### config.mk
export PLATFORM = sky130hd
export DESIGN_NAME = picr_cmd_port
export DESIGN_NICKNAME = d
export VERILOG_FILES = /design/src/rtl/picr_pkg.sv /design/src/rtl/picr_decode.sv /design/src/rtl/picr_isr_pick.sv /design/src/rtl/picr_init_fsm.sv /design/src/rtl/picr_cmd_port.sv
export SDC_FILE = /design/constraint.sdc
export NUM_CORES = 1
export LEC_CHECK = 0
export BUFFER_PORTS_ARGS = -buffer_cell sky130_fd_sc_hd__buf_4
export CORE_MARGIN = 1
export CORE_UTILIZATION = 55
export CTS_CLUSTER_SIZE = 30
export DETAILED_ROUTE_END_ITERATION = 6
export GPL_ROUTABILITY_DRIVEN = 0
export GPL_TIMING_DRIVEN = 0
export PLACE_DENSITY = 0.81
export SYNTH_ARGS = -nofsm -noshare
export SYNTH_HDL_FRONTEND = slang
export SYNTH_SLANG_ARGS = --single-unit
### constraint.sdc
create_clock -name clk -period 4.5 [get_ports clk]
set_input_delay 0.225 -clock clk [delete_from_list [all_inputs] [get_ports clk]]
set_output_delay 0.225 -clock clk [all_outputs]
set_load 0.05 [all_outputs]
### src/rtl/picr_pkg.sv
package picr_pkg;
  localparam int NL = 8;
  localparam int LW = $clog2(NL);
  localparam int DW = 8;
  localparam logic [DW-1:0] BASE_KEEP = 8'hF8;

  typedef enum logic [1:0] {ST_RUN, ST_BASE, ST_W3, ST_W4} init_st_e;

  typedef enum logic [3:0] {
    OP_NONE, OP_INIT, OP_MODE, OP_ROT_CLR, OP_ROT_SET, OP_EOI, OP_EOI_ROT,
    OP_SEOI, OP_SETPRI, OP_SEOI_ROT, OP_DATA
  } op_e;

  typedef struct packed {
    logic          hit;
    logic [LW-1:0] line;
  } pick_t;

  // highest-priority set bit, priority starting at line 'off'
  function automatic pick_t hi_pick(logic [NL-1:0] bits, logic [LW-1:0] off);
    pick_t r;
    logic [LW-1:0] l;
    r = '0;
    for (int p = NL - 1; p >= 0; p--) begin
      l = off + LW'(p);
      if (bits[l]) begin
        r.hit  = 1'b1;
        r.line = l;
      end
    end
    return r;
  endfunction

  function automatic logic [LW-1:0] past_line(logic [LW-1:0] line);
    return line + LW'(1);
  endfunction

  function automatic logic [NL-1:0] line_bit(logic [LW-1:0] line);
    return NL'(1) << line;
  endfunction
endpackage

### src/rtl/picr_decode.sv
module picr_decode
  import picr_pkg::*;
(
  input  logic          wr_en,
  input  logic          addr,
  input  logic [DW-1:0] wdata,
  output op_e           op
);
  always_comb begin
    op = OP_NONE;
    if (wr_en) begin
      if (addr)          op = OP_DATA;
      else if (wdata[4]) op = OP_INIT;
      else if (wdata[3]) op = OP_MODE;
      else begin
        unique case (wdata[7:5])
          3'd0:    op = OP_ROT_CLR;
          3'd1:    op = OP_EOI;
          3'd3:    op = OP_SEOI;
          3'd4:    op = OP_ROT_SET;
          3'd5:    op = OP_EOI_ROT;
          3'd6:    op = OP_SETPRI;
          3'd7:    op = OP_SEOI_ROT;
          default: op = OP_NONE;
        endcase
      end
    end
  end
endmodule

### src/rtl/picr_isr_pick.sv
module picr_isr_pick
  import picr_pkg::*;
(
  input  logic [NL-1:0] bits,
  input  logic [LW-1:0] off,
  output logic          hit,
  output logic [LW-1:0] line
);
  pick_t r;
  always_comb r = hi_pick(bits, off);
  assign hit  = r.hit;
  assign line = r.line;
endmodule

### src/rtl/picr_init_fsm.sv
module picr_init_fsm
  import picr_pkg::*;
(
  input  logic          clk,
  input  logic          rst_n,
  input  op_e           op,
  input  logic [DW-1:0] wdata,
  output logic          busy,
  output logic          mask_wr,
  output logic [DW-1:0] vec_base,
  output logic          nested_mode,
  output logic          auto_eoi
);
  init_st_e st_q;
  logic     want4_q;

  assign busy    = (st_q != ST_RUN);
  assign mask_wr = (op == OP_DATA) && (st_q == ST_RUN);

  always_ff @(posedge clk or negedge rst_n) begin
    if (!rst_n) begin
      st_q        <= ST_RUN;
      want4_q     <= 1'b0;
      vec_base    <= '0;
      nested_mode <= 1'b0;
      auto_eoi    <= 1'b0;
    end else if (op == OP_INIT) begin
      st_q        <= ST_BASE;
      want4_q     <= wdata[0];
      vec_base    <= '0;
      nested_mode <= 1'b0;
      auto_eoi    <= 1'b0;
    end else if (op == OP_DATA) begin
      unique case (st_q)
        ST_BASE: begin
          vec_base <= wdata & BASE_KEEP;
          st_q     <= ST_W3;
        end
        ST_W3:   st_q <= want4_q ? ST_W4 : ST_RUN;
        ST_W4: begin
          nested_mode <= wdata[4];
          auto_eoi    <= wdata[1];
          st_q        <= ST_RUN;
        end
        default: ;
      endcase
    end
  end

  // base word keeps only the upper five bits
  p_base_store_r3: assert property (@(posedge clk) disable iff (!rst_n)
    (op == OP_DATA && st_q == ST_BASE) |=> (vec_base == ($past(wdata) & BASE_KEEP) && busy));
  // a 2-word setup returns to normal operation after the second data word
  p_short_seq_r3: assert property (@(posedge clk) disable iff (!rst_n)
    (op == OP_DATA && st_q == ST_W3 && !want4_q) |=> !busy);
endmodule

### src/rtl/picr_cmd_port.sv
module picr_cmd_port
  import picr_pkg::*;
(
  input  logic          clk,
  input  logic          rst_n,
  input  logic          wr_en,
  input  logic          rd_en,
  input  logic          addr,
  input  logic [DW-1:0] wdata,
  output logic [DW-1:0] rdata,
  input  logic [NL-1:0] req_set,
  input  logic [NL-1:0] svc_set,
  input  logic          res_valid,
  input  logic [LW-1:0] res_line,
  output logic [NL-1:0] irr,
  output logic [NL-1:0] isr,
  output logic [NL-1:0] imr,
  output logic [LW-1:0] prio_off,
  output logic [DW-1:0] vec_base,
  output logic          nested_mode,
  output logic          auto_eoi,
  output logic          rot_on_aeoi,
  output logic          special_mask,
  output logic          cfg_busy,
  output logic          int_drop
);
  op_e           op;
  logic          mask_wr;
  logic          pk_hit;
  logic [LW-1:0] pk_line;
  logic          poll_q, rsel_q;

  // named events for the assertions
  logic          init_wr, eoi_cmd, poll_rd, poll_take;
  logic [NL-1:0] isr_clr, irr_clr;

  picr_decode u_dec (.wr_en(wr_en), .addr(addr), .wdata(wdata), .op(op));

  picr_isr_pick u_pick (.bits(isr), .off(prio_off), .hit(pk_hit), .line(pk_line));

  picr_init_fsm u_fsm (
    .clk(clk), .rst_n(rst_n), .op(op), .wdata(wdata), .busy(cfg_busy),
    .mask_wr(mask_wr), .vec_base(vec_base), .nested_mode(nested_mode),
    .auto_eoi(auto_eoi)
  );

  assign init_wr   = (op == OP_INIT);
  assign eoi_cmd   = (op == OP_EOI) || (op == OP_EOI_ROT);
  assign poll_rd   = rd_en && poll_q;
  assign poll_take = poll_rd && res_valid;

  always_comb begin
    isr_clr = '0;
    if (eoi_cmd && pk_hit)                      isr_clr |= line_bit(pk_line);
    if (op == OP_SEOI || op == OP_SEOI_ROT)     isr_clr |= line_bit(wdata[LW-1:0]);
    if (poll_take)                              isr_clr |= line_bit(res_line);
    irr_clr = poll_take ? line_bit(res_line) : '0;
  end

  always_comb begin
    if (poll_rd)   rdata = res_valid ? DW'(res_line) : DW'(NL - 1);
    else if (addr) rdata = imr;
    else           rdata = rsel_q ? isr : irr;
  end

  always_ff @(posedge clk or negedge rst_n) begin
    if (!rst_n) begin
      irr <= '0; isr <= '0; imr <= '0; prio_off <= '0;
      poll_q <= 1'b0; rsel_q <= 1'b0; special_mask <= 1'b0;
      rot_on_aeoi <= 1'b0; int_drop <= 1'b0;
    end else begin
      int_drop <= init_wr;
      if (init_wr) begin
        irr <= '0; isr <= '0; imr <= '0; prio_off <= '0;
        poll_q <= 1'b0; rsel_q <= 1'b0; special_mask <= 1'b0;
        rot_on_aeoi <= 1'b0;
      end else begin
        irr <= (irr | req_set) & ~irr_clr;
        isr <= (isr | svc_set) & ~isr_clr;
        if (mask_wr) imr <= wdata;
        unique case (op)
          OP_MODE: begin
            if (wdata[2]) poll_q       <= 1'b1;
            if (wdata[1]) rsel_q       <= wdata[0];
            if (wdata[6]) special_mask <= wdata[5];
          end
          OP_ROT_CLR:  rot_on_aeoi <= 1'b0;
          OP_ROT_SET:  rot_on_aeoi <= 1'b1;
          OP_EOI_ROT:  if (pk_hit) prio_off <= past_line(pk_line);
          OP_SETPRI,
          OP_SEOI_ROT: prio_off <= past_line(wdata[LW-1:0]);
          default: ;
        endcase
        if (poll_rd) poll_q <= 1'b0;
      end
    end
  end

  // setup start wipes the registers and pulses the drop output
  p_init_clear_r2: assert property (@(posedge clk) disable iff (!rst_n)
    init_wr |=> (irr == '0 && isr == '0 && imr == '0 && prio_off == '0 && int_drop && cfg_busy));
  // mask load in normal operation
  p_mask_load_r4: assert property (@(posedge clk) disable iff (!rst_n)
    (op == OP_DATA && !cfg_busy) |=> imr == $past(wdata));
  // data words during setup leave the mask alone
  p_mask_hold_r3: assert property (@(posedge clk) disable iff (!rst_n)
    (op == OP_DATA && cfg_busy) |=> $stable(imr));
  // end-of-interrupt on an empty in-service register has no effect
  p_eoi_empty_r7: assert property (@(posedge clk) disable iff (!rst_n)
    (eoi_cmd && isr == '0 && svc_set == '0) |=> (isr == '0 && $stable(prio_off)));
  // a poll read disarms the poll
  p_poll_once_r11: assert property (@(posedge clk) disable iff (!rst_n)
    poll_rd |=> !poll_q);
  // the polled line leaves both request and in-service
  p_poll_clear_r11: assert property (@(posedge clk) disable iff (!rst_n)
    (poll_take && !init_wr) |=> (!irr[$past(res_line)] && !isr[$past(res_line)]));
  // the drop pulse only follows a setup start
  p_drop_cause_r2: assert property (@(posedge clk) disable iff (!rst_n)
    $rose(int_drop) |-> $past(init_wr));
endmodule

== Word level (Yosys, flattened, before mapping) ==
Index checks and enable logic that the tools add are counted.
Widths: inputs -> output; s select.
Word-level totals
  register bits after elaboration: 45
  input bits: 33
  output and inout port bits: 49
  word-level logic and storage cells: 160
Cells by class
  $add $sub $neg: 9
  order comparisons: 8
  equal/unequal tests: 20
  shift-type cells: 3
  mux-type cells: 69
  bitwise operators: 8
  reductions and logical operators: 29
Operators with widths (number)
  $mux 8: 14
  $mux 4: 12
  $lt 3x4->1 const B: 8
  $or 8x8->8: 4
  $pmux 4 s7: 1
  $mux 1: 25
  $bmux 1 s3: 8
  $shl 1x3->8 const A: 3
  $and 8x8->8: 2
  $eq 4x3->1 const B: 4
  $not 8->8: 2
  $reduce_bool 2->1: 8
  $reduce_and 2->1: 7
  $add 3x3->3 const B: 4
  $eq 3x3->1 const B: 4
  $eq 4x4->1 const B: 3
  $reduce_bool 3->1: 4
  $add 3x1->3 const B: 3
  $mux 3: 3
  $eq 4x2->1 const B: 2
  $add 3x2->3 const B: 2
  $mux 2: 3
  $pmux 2 s3: 1
  $pmux 3 s2: 1
  13 further kinds: 18

== Depth between registers and ports, before layout ==
  word-level depth: 20
  mapped depth: 17
  gate-level depth less buffers: 14

== Hierarchy ==
From an unflattened synthesis, not the netlist that was laid out.
Unflattened totals
  cell total of the unflattened synthesis: 361
  area, all modules: 3385.7 µm²
Modules (own cells, without submodules)
  picr_cmd_port: instances 1, cells an instance 195, area an instance 1840.5 µm²
  picr_isr_pick: instances 1, cells an instance 94, area an instance 889.6 µm²
  picr_init_fsm: instances 1, cells an instance 55, area an instance 553.0 µm²
  picr_decode: instances 1, cells an instance 17, area an instance 102.6 µm²

== Worst setup path after synthesis ==
Ideal clock, no wire load.
  path kind: reg2reg
  start: reg prio_off[0]
  end: reg prio_off[2]
  setup time: 76 ps
  arrival time: 3805 ps
  required time: 4424 ps
  setup slack: 619 ps
  cell stages (with the launch flop): 17
  path buffers: 3
  path through: dfrtp_1 buf_2 inv_1 ha_1 buf_2 buf_4 mux2i_1 mux2i_1 o221a_2 a2111oi_2 a311oi_2 a31oi_4 mux2_4 ha_1 nor2_1 a221o_1 o21ai_1
Between the ends
  cells in the longest elaborated chain, start to end: 15
  elaborated cells on any way between the ends: 37
RTL lines
  start, declared: line picr_cmd_port.sv:18  | output logic [LW-1:0] prio_off,
  start signal, assigned: line picr_cmd_port.sv:89  | OP_EOI_ROT: if (pk_hit) prio_off <= past_line(pk_line);
  start signal, assigned: line picr_cmd_port.sv:91  | OP_SEOI_ROT: prio_off <= past_line(wdata[LW-1:0]);
  $add 3x3->3: line picr_pkg.sv:25  | l = off + LW'(p);
  $bmux 1 s3: line picr_pkg.sv:26  | if (bits[l]) begin
  $mux 1 (implied by the code): line picr_pkg.sv:26
  $mux 4 (7 in a row): line picr_pkg.sv:26
  $mux 4 (*): line picr_pkg.sv:26
  $add 3x1->3: line picr_pkg.sv:35  | return line + LW'(1);
  $mux 3: line picr_cmd_port.sv:89
  $pmux 3 s2: line picr_cmd_port.sv:81  | unique case (op)
  $mux 3: line picr_cmd_port.sv:73  | if (init_wr) begin
Mark *: on every way between the ends. The rest lies on a longest branch, timed or not. The select of a mux whose other input is x is not followed.
A chain may end at the register's enable or synchronous reset.

== Worst setup path in the final report ==
Same ends and word-level chain as after synthesis.

==> results.sh <==
export IMPL_status="finished clean"
export IMPL_final_util_pct=70.78
export IMPL_drtAntennaViolNets=0
export IMPL_fin_crit_sh_pct=94.16
export IMPL_min_delay_start="req_set[5]"
export IMPL_swShare_pct=50.31
export IMPL_drt_pass1_iter_count=5
export IMPL_ff2ff_path_depth=17
export IMPL_netlist_area_sq_um=3505
export IMPL_timing_final_max_slew_violations=0
export IMPL_max_freq_mhz=236.0
export IMPL_p_sw_mw=1.005
export IMPL_dr_total_vias=3548
export IMPL_cts_setup_buffers=0
export IMPL_hold_class="primary input to flop"
export IMPL_relSlewSlack_pct=56.59
export IMPL_r2r_end="prio_off[2]"
export IMPL_synth_seq_cells=42
export IMPL_hold_end="irr[5]"
export IMPL_crit_path_max_incr_delay_ps=510
export IMPL_antennaDiodeCount=0
export IMPL_ys_seq_area_share_pct=29.99
export IMPL_avgSynthCellArea_sq_um=8.783
export IMPL_io_pins=82
export IMPL_p_int_mw=0.9927
export IMPL_avgViaCountPerCell=6.347
export IMPL_drtIter0Drc=387
export IMPL_grt_pass1_vias=3296
export IMPL_hold_violations=0
export IMPL_die_area_sq_um=6695
export IMPL_grt_ovfl_total=0
export IMPL_synthToLayoutAreaGrowth_pct=21.71
export IMPL_p_total_mw=1.998
export IMPL_rows=28
export IMPL_avgRoutedWirePerCell_um=18.34
export IMPL_synthArstFlopShare_pct=100.0
export IMPL_clockBufferDepth=2
export IMPL_grt_util_all_layers_pct=31.78
export IMPL_irDropWorstVdd_mv=0.4461
export IMPL_cts_sinks=42
export IMPL_setup_violations=0
export IMPL_p_comb_share_pct=60.9
export IMPL_rsz0062_at_grt="false"
export IMPL_finalSetupTns_ps=0
export IMPL_post_place_cells=550
export IMPL_numCtsBuffers=5
export IMPL_start_kind="flop"
export IMPL_path_class="flop to flop"
export IMPL_holdPathStages=3
export IMPL_clkPwrFrac_pct=13.1
export IMPL_p_per_area_nw_per_um2=468.4
export IMPL_fin_nets=519
export IMPL_nFillCells=482
export IMPL_leakagePower_nw=1.863
export IMPL_yosys_warnings=0
export IMPL_initial_core_util_pct=58.16
export IMPL_ys_types=72
export IMPL_insertion_delay_ps=310
export IMPL_ys_flop_type="dfrtp_1"
export IMPL_fin_crit_ps=4237
export IMPL_crit_chain="buf_2 > inv_1 > ha_1 > buf_2 > buf_4 > mux2i_1 > mux2i_1 > o221a_2 > a2111oi_2 > a311oi_2 > a31oi_4 > mux2_4 > ha_1 > inv_1 > o21a_1 > a21oi_1 > o21ai_1"
export IMPL_skew_ps=6.203
export IMPL_syn_inst=399
export IMPL_place_ws_ps=388.6
export IMPL_crit_arrival_ps=4430
export IMPL_port_buffers=74
export IMPL_rrSetupSlack_ps=260
export IMPL_die_w_um=81.83
export IMPL_die_y_um=81.83
export IMPL_cts_tree="built"
export IMPL_p_seq_share_pct=26.0
export IMPL_grt_max_degree=43
export IMPL_required_ps=4690
export IMPL_synth_edf_count=0
export IMPL_endpoint_kind="flop"
export IMPL_routed_wl_um=10250
export IMPL_fin_cells=559
export IMPL_worstReg2RegStart="prio_off[0]"
export IMPL_core_area_sq_um=6026
export IMPL_grt_pass1_wl_um=16120
export IMPL_cts_max_level=2
export IMPL_worst_path_max_fanout=10
export IMPL_cts_root_buf="clkbuf_8"
export IMPL_worstMarginPinSlew_ps=651.2
export IMPL_drc=0
export IMPL_critPathTopFamily="compound AO/OA/AOI/OAI gates"
export IMPL_critPathBufInv=5
export IMPL_antenna_found_initial=0
export IMPL_drive_above_1_share_pct=27.89
export IMPL_dp_hpwl_um=7851
export IMPL_fin_ws_ps=263.0
export IMPL_clkSlewWorstSetupHoldPaths_ps=90
export IMPL_cap_violations=0
export IMPL_worst_path_max_delay_cell="dfrtp_1"
[cell usage in the layout, fill, tap and decap left out, drive strengths merged, types with 4 or more instances in the layout]
master	n
buf	93
nor2	55
dfrtp	42
nand2	40
mux2i	31
o21ai	21
a21oi	18
nand3	17
inv	16
clkbuf	16
mux4	10
a31oi	9
a211oi	8
nor3	7
mux2	7
nor2b	6
o31ai	6
and2	5
nand3b	4
and3	4
o31a	4
o221ai	4
[registers in the layout, indices dropped and copies added, names as in the netlist, 2 cells and up]
signal,count
imr,8
irr,8
isr,8
u_fsm.vec_base,5
prio_off,3
u_fsm.st_q,2
[power groups by stage]
stage	sequential [mW]	clock (mW)	combinational, mW
2_1_floorplan	0.727	0	0.674
3_3_place_gp	0.522	0	1.17
3_5_place_dp	0.526	0	1.20
4_1_cts	0.519	0.264	1.20
5_1_grt	0.529	0.277	1.28
6_report	0.520	0.262	1.22
[cell families (layout without fill, tap and decap cells)]
logic type	after synthesis	count (layout)	synth area share (%)
mux	48	48	18.17
flops	42	42	29.99
compound gates	102	102	21.92
other cells	1	3	0.1070
xor+xnor	6	6	1.714
buf+inv	45	128	6.604
fa+ha+maj	3	3	1.071
simple gates	152	152	20.42
[stage by stage]
stage               hold WS, ps  cell area [sq um]
floorplan                -70.59               3512
detailed placement        247.0               4161
global route              134.4               4265
finish                    125.5               4265
global placement          233.3               4161
CTS                       131.2               4265
[cell usage after synthesis (6+ instances only)]
master | count | share of area [%]
nor2b_1 | 6 | 1.1
a21oi_1 | 18 | 2.6
mux2_2 | 6 | 1.9
nand2_1 | 40 | 4.3
buf_2 | 8 | 1.1
clkbuf_1 | 11 | 1.2
o21ai_0 | 19 | 2.7
nand3_1 | 17 | 2.4
inv_1 | 14 | 1.5
o31ai_1 | 6 | 1.3
nor2_1 | 53 | 5.7
a211oi_1 | 7 | 1.5
dfrtp_1 | 42 | 30
buf_4 | 6 | 1.3
nor3_1 | 7 | 1.0
a31oi_1 | 7 | 1.2
mux2i_1 | 30 | 8.6
mux4_2 | 6 | 3.9
[layer usage]
layer | vias to the layer above | GRT usage, % | part of all wire, %
met3 | 29 | 6.333 | 7.3
met2 | 189 | 52.81 | 49
met1 | 1701 | 42.20 | 42
met4 | 0 | 8.070 | 2.0
li1 | 1629 | - | -
met5 | - | 0 | 0
[what timing repair did]
item | 4_1_cts | 5_1_grt
resized for setup | 0 | 0
hold buffers | 1 | 0
hold endpoints to repair | 42 | 0
[final cells by class]
class                           count  area, sq um  share of cell area (%)
Buffer                             30        175.2                   4.107
Clock buffer                        5        68.82                   1.613
Clock inverter                      3        25.02                  0.5867
Inverter                           15        56.30                   1.320
Multi-Input combinational cell    314         2230                   52.27
Sequential cell                    42         1051                   24.64
Tap cell                           75        93.84                   2.200
Timing Repair Buffer               75        565.5                   13.26
[worst max path at each step]
stage	start	to	slack (ps)	cells past startpoint
global route	prio_off[0]	prio_off[2]	70	17
finish	prio_off[0]	prio_off[2]	260	17
floorplan	prio_off[0]	prio_off[2]	620	16
CTS	prio_off[0]	prio_off[2]	350	16
global placement	prio_off[0]	prio_off[2]	480	15
detailed placement	prio_off[0]	prio_off[2]	390	16
[worst reg2reg max path: cells and delay by family, from the launching register on]
kind	cells	cell delay [ps]
AO/OA/AOI/OAI	7	1610
flip-flops	1	510
adder cells (fa/ha/maj)	2	490
buffers and inverters	5	910
multiplexers	3	600
(Power assumes the default switching activity.)
